## config.mk

```make
export PLATFORM = sky130hd
export DESIGN_NAME = ep0_nak_ctrl
export DESIGN_NICKNAME = d
export VERILOG_FILES = /design/src/rtl/ep0_nak_pkg.sv /design/src/rtl/ep0_nak_setup_track.sv /design/src/rtl/ep0_nak_set_path.sv /design/src/rtl/ep0_nak_clr_path.sv /design/src/rtl/ep0_nak_ctrl.sv
export SDC_FILE = /design/constraint.sdc
export NUM_CORES = 1
export LEC_CHECK = 0
export BUFFER_PORTS_ARGS = -buffer_cell sky130_fd_sc_hd__buf_2
export CORE_AREA = 2 2 39 41
export CTS_CLUSTER_DIAMETER = 150
export CTS_CLUSTER_SIZE = 20
export DETAILED_ROUTE_END_ITERATION = 8
export DIE_AREA = 0 0 41 43
export GPL_ROUTABILITY_DRIVEN = 0
export PLACE_DENSITY = 0.55
export SLEW_MARGIN = 30
export SYNTH_ARGS = -nofsm -noshare
export SYNTH_HDL_FRONTEND = slang
export SYNTH_SLANG_ARGS = --single-unit
export TNS_END_PERCENT = 100
```

## constraint.sdc

```tcl
create_clock -name clk_i -period 1.1 [get_ports clk_i]
set_clock_uncertainty 0.15 [all_clocks]
set_input_delay 0.055 -clock clk_i [delete_from_list [all_inputs] [get_ports clk_i]]
set_output_delay 0.055 -clock clk_i [all_outputs]
set_load 0.02 [all_outputs]
```

## src/rtl/ep0_nak_pkg.sv

```systemverilog
package ep0_nak_pkg;
  parameter int unsigned REG_W   = 8;
  parameter int unsigned NAK_BIT = 0;
  localparam int unsigned PAD_W  = REG_W - 1;
endpackage

```

## src/rtl/ep0_nak_setup_track.sv

```systemverilog
module ep0_nak_setup_track (
  input  logic clk_i,
  input  logic rst_ni,
  input  logic bus_rst_i,
  input  logic setup_pid_i,
  output logic setup_seen_o
);
  always_ff @(posedge clk_i or negedge rst_ni) begin
    if (!rst_ni)          setup_seen_o <= 1'b0;
    else if (bus_rst_i)   setup_seen_o <= 1'b0;
    else if (setup_pid_i) setup_seen_o <= 1'b1;
  end

  AST_SEEN_AFTER_SETUP: assert property (@(posedge clk_i) disable iff (!rst_ni)
    setup_pid_i && !bus_rst_i |=> setup_seen_o);
endmodule

```

## src/rtl/ep0_nak_set_path.sv

```systemverilog
module ep0_nak_set_path (
  input  logic clk_i,
  input  logic rst_ni,
  input  logic bus_rst_i,
  input  logic wr_set_i,
  input  logic wr_clr_i,
  input  logic window_i,
  output logic set_commit_o,
  output logic pend_o
);
  logic pend_q, pend_d;

  always_comb begin
    if (wr_clr_i)      pend_d = 1'b0;
    else if (wr_set_i) pend_d = !window_i;
    else               pend_d = pend_q && !window_i;
  end

  always_ff @(posedge clk_i or negedge rst_ni) begin
    if (!rst_ni)        pend_q <= 1'b0;
    else if (bus_rst_i) pend_q <= 1'b0;
    else                pend_q <= pend_d;
  end

  // a write of 0 wins over a commit landing in the same cycle
  assign set_commit_o = window_i && (wr_set_i || (pend_q && !wr_clr_i));
  assign pend_o       = pend_q;

  AST_CLR_CANCELS_PEND: assert property (@(posedge clk_i) disable iff (!rst_ni)
    wr_clr_i |=> !pend_q);
  AST_BUSRST_DROPS_PEND: assert property (@(posedge clk_i) disable iff (!rst_ni)
    bus_rst_i |=> !pend_q);
endmodule

```

## src/rtl/ep0_nak_clr_path.sv

```systemverilog
module ep0_nak_clr_path (
  input  logic clk_i,
  input  logic rst_ni,
  input  logic bus_rst_i,
  input  logic wr_set_i,
  input  logic wr_clr_i,
  input  logic in_nak_i,
  output logic clr_commit_o
);
  logic hold_q;

  always_ff @(posedge clk_i or negedge rst_ni) begin
    if (!rst_ni)        hold_q <= 1'b0;
    else if (bus_rst_i) hold_q <= 1'b0;
    else if (wr_set_i)  hold_q <= 1'b0;
    else if (wr_clr_i)  hold_q <= in_nak_i;
    else                hold_q <= hold_q && in_nak_i;
  end

  assign clr_commit_o = !in_nak_i && (wr_clr_i || (hold_q && !wr_set_i));
endmodule

```

## src/rtl/ep0_nak_ctrl.sv

```systemverilog
module ep0_nak_ctrl
  import ep0_nak_pkg::*;
(
  input  logic             clk_i,
  input  logic             rst_ni,
  input  logic             reg_wr_i,
  input  logic [REG_W-1:0] reg_wdata_i,
  output logic [REG_W-1:0] reg_rdata_o,
  input  logic             xfer_busy_i,
  input  logic             in_nak_i,
  input  logic             setup_pid_i,
  input  logic             status_stage_i,
  input  logic             bus_rst_i,
  output logic             nak_all_o
);
  logic wr_set, wr_clr, window, setup_seen, set_commit, clr_commit, pend, eff_q;

  assign wr_set = reg_wr_i &&  reg_wdata_i[NAK_BIT];
  assign wr_clr = reg_wr_i && !reg_wdata_i[NAK_BIT];
  // safe points where the engine is not reading request data
  assign window = !xfer_busy_i || !setup_seen || setup_pid_i || status_stage_i;

  ep0_nak_setup_track u_seen (
    .clk_i, .rst_ni, .bus_rst_i, .setup_pid_i, .setup_seen_o(setup_seen)
  );

  ep0_nak_set_path u_set (
    .clk_i, .rst_ni, .bus_rst_i, .wr_set_i(wr_set), .wr_clr_i(wr_clr),
    .window_i(window), .set_commit_o(set_commit), .pend_o(pend)
  );

  ep0_nak_clr_path u_clr (
    .clk_i, .rst_ni, .bus_rst_i, .wr_set_i(wr_set), .wr_clr_i(wr_clr),
    .in_nak_i, .clr_commit_o(clr_commit)
  );

  always_ff @(posedge clk_i or negedge rst_ni) begin
    if (!rst_ni)         eff_q <= 1'b0;
    else if (bus_rst_i)  eff_q <= 1'b0;
    else if (set_commit) eff_q <= 1'b1;
    else if (clr_commit) eff_q <= 1'b0;
  end

  assign nak_all_o   = eff_q;
  assign reg_rdata_o = {{PAD_W{1'b0}}, eff_q};

  AST_UPPER_ZERO: assert property (@(posedge clk_i) disable iff (!rst_ni)
    reg_rdata_o[REG_W-1:1] == '0);
  AST_IDLE_SET: assert property (@(posedge clk_i) disable iff (!rst_ni)
    wr_set && !xfer_busy_i && !bus_rst_i |=> nak_all_o);
  AST_DEFER_SET: assert property (@(posedge clk_i) disable iff (!rst_ni)
    !eff_q && xfer_busy_i && setup_seen && !setup_pid_i && !status_stage_i
    |=> !nak_all_o);
  AST_PEND_ON_SETUP: assert property (@(posedge clk_i) disable iff (!rst_ni)
    pend && setup_pid_i && !reg_wr_i && !bus_rst_i |=> nak_all_o);
  AST_PEND_ON_STATUS: assert property (@(posedge clk_i) disable iff (!rst_ni)
    pend && status_stage_i && !reg_wr_i && !bus_rst_i |=> nak_all_o);
  AST_CLR_NOW: assert property (@(posedge clk_i) disable iff (!rst_ni)
    wr_clr && !in_nak_i && !bus_rst_i |=> !nak_all_o);
  AST_CLR_HELD: assert property (@(posedge clk_i) disable iff (!rst_ni)
    eff_q && in_nak_i && !bus_rst_i |=> nak_all_o);
  AST_BUSRST_CLEAR: assert property (@(posedge clk_i) disable iff (!rst_ni)
    bus_rst_i |=> !nak_all_o);
endmodule

```

==> metrics.txt <==
fmax=941 MHz; startpoint types=flop; setup TNS=0 ns; die height=43 um; Crit Path Max Fanout=2; Initial Utilization=18.6%; DR WL/cell=7.97 um; Yosys reg bits=4; clock tree sinks=4; IO Count=25; RR Startpoint=u_seen.setup_seen_o$_DFFE_PN0P_; Setup CP Type=reg -> reg; Syn Area/Cell=10.3 um^2; die area=1760 um^2; clock tree buffer depth=2; Rows=14; Hold Crit Start=reg_wdata_i[0]; Yosys Warn Count=0; r2r setup slk=0.04 ns; period utilization=96.6%; Die W=41 um; worst hold path depth=3; CTS tree=yes; CORE AREA=1380 um^2; Skew-Pair Late Insertion Delay=0.23 ns; Final Total Pwr=0.000434 W; vias in the first global route=205; initial drt markers=0; largest net degree at the start of global routing=6; worst slack at placement=0.0254 ns; RSZ-0062 raised after global routing=yes; Area after DPL=290 um^2; share of cells above drive strength 1=37.2%; via/cell ratio=3.53; Buffers on Ports=10; Finish-stage setup viols=0; Tmin final=1.06 ns; Min-Delay Endpoint=u_clr.hold_q$_DFF_PN0_; most frequent cells in the layout=buf_2 (10), conb_1 (7), dlygate4sd3_1 (7), nand2b_1 (4), dfrtp_1 (4); buffer count from post-CTS setup fixing=0; CTS buffer count=3; initial antenna violation count=0; post-synthesis sequential area ratio=38.8%; P&R area growth vs syn=50.0%; commonest non-fill, non-tap cell in the layout=buf_2; n_diodes=0; Post-Syn Area=258 um^2; Hold Fails Final Rpt=0; antenna-violating nets left=0; dpl hpwl=340 um; DR vias=208; root buffer cell=clkbuf_4; max cap viols=0; IR drop worst, VDD=0.339 mV; power per cell area=1120 nW/um^2; Clock transition at path regs=0.04 ns; final wirelength=470 um; leakage=0.191 nW; gr usage total=6.65%; status=finished, final reports clean; number of distinct library cells after synthesis=10; cell area after layout=387 um^2; global-route wire length before repair=745 um; CP Capture Type=flop; reg2reg end=nak_all_o$_DFFE_PN0P_; grt ovf=0; Slew Viols, Final=0; Cells after Synth=25; final net count=61; WP data arrival=1.05 ns; DR pass1 iterations=1; final worst setup slack=0.0371 ns; CP Launch Point=u_seen.setup_seen_o$_DFFE_PN0P_; DRC violations left=0; worst path required time=1.09 ns; Worst R2R Path Depth=2; HP Class=in -> reg; CTS HTree Levels=1
[worst max-delay path: stages, from the launching register on]
cell      delay [ns]
dfrtp_1         0.37
and4bb_1        0.22
o32ai_2         0.24
[cell families after synthesis]
family / synth area share, %
AND/OR/NAND/NOR: 22.3
buffers and inverters: 23.3
flip-flops: 38.8
AO/OA/AOI/OAI: 10.2
multiplexers: 3.88
other: 1.45
[per-layer routing]
layer  part of all wire (%)  global-route usage, %  routed length [um]
met5                      0                      0                   0
met3                    9.1                   3.14                  43
met4                      0                   6.00                   0
met1                     44                   7.49                 206
met2                     47                   8.75                 220
[final cells by class]
type	count	area, um^2
clock buffer	3	22.5
fill	149	997
multi-input combinational	19	124
sequential	4	100
tap	16	20.0
timing repair buffer	17	120
[synthesized netlist by cell type]
cell | count | area, um^2
nand2b_1 | 4 | 25.0
and4bb_1 | 1 | 12.5
a21oi_1 | 2 | 10.0
buf_4 | 8 | 60.1
conb_1 | 1 | 3.75
nor2_1 | 2 | 7.51
nor3b_2 | 1 | 12.5
o32ai_2 | 1 | 16.3
mux2i_1 | 1 | 10.0
dfrtp_1 | 4 | 100
[power by group]
| group | switching, W | internal [W] |
|---|---|---|
| clock network | 0.0000607 | 0.000122 |
| logic | 0.0000515 | 0.0000420 |
| registers | 0.00000358 | 0.000155 |
[worst max-delay path by stage]
stage | to | slack [ns] | depth (start not counted)
4_1_cts | nak_all_o$_DFFE_PN0P_ | 0.02 | 2
3_3_place_gp | nak_all_o$_DFFE_PN0P_ | 0.04 | 2
3_5_place_dp | nak_all_o$_DFFE_PN0P_ | 0.03 | 2
6_report | nak_all_o$_DFFE_PN0P_ | 0.04 | 2
5_1_grt | nak_all_o$_DFFE_PN0P_ | -0.008 | 2
2_1_floorplan | nak_all_o$_DFFE_PN0P_ | 0.08 | 2
[flip-flops by register name, summed over array words and instances (netlist names)]
name / flops
nak_all_o: 1
u_seen.setup_seen_o: 1
u_set.pend_o: 1
u_clr.hold_q: 1
[stage by stage]
| step | util (%) | hold slack (ns) | cells |
|---|---|---|---|
| 2_1_floorplan | - | -0.391 | 31 |
| 5_1_grt | 27.9 | 0.00638 | 59 |
| 6_report | 27.9 | 0.00443 | 59 |
| 3_5_place_dp | 21.0 | -0.282 | 49 |
| 4_1_cts | 27.7 | -0.0236 | 59 |
| 3_3_place_gp | 21.0 | -0.285 | 49 |
[what timing repair did]
item,CTS,global route
endpoints found under the hold margin,8,0
setup endpoints to repair,0,1
resized for setup,0,1
hold buffers,7,0
(Power assumes the default switching activity.)
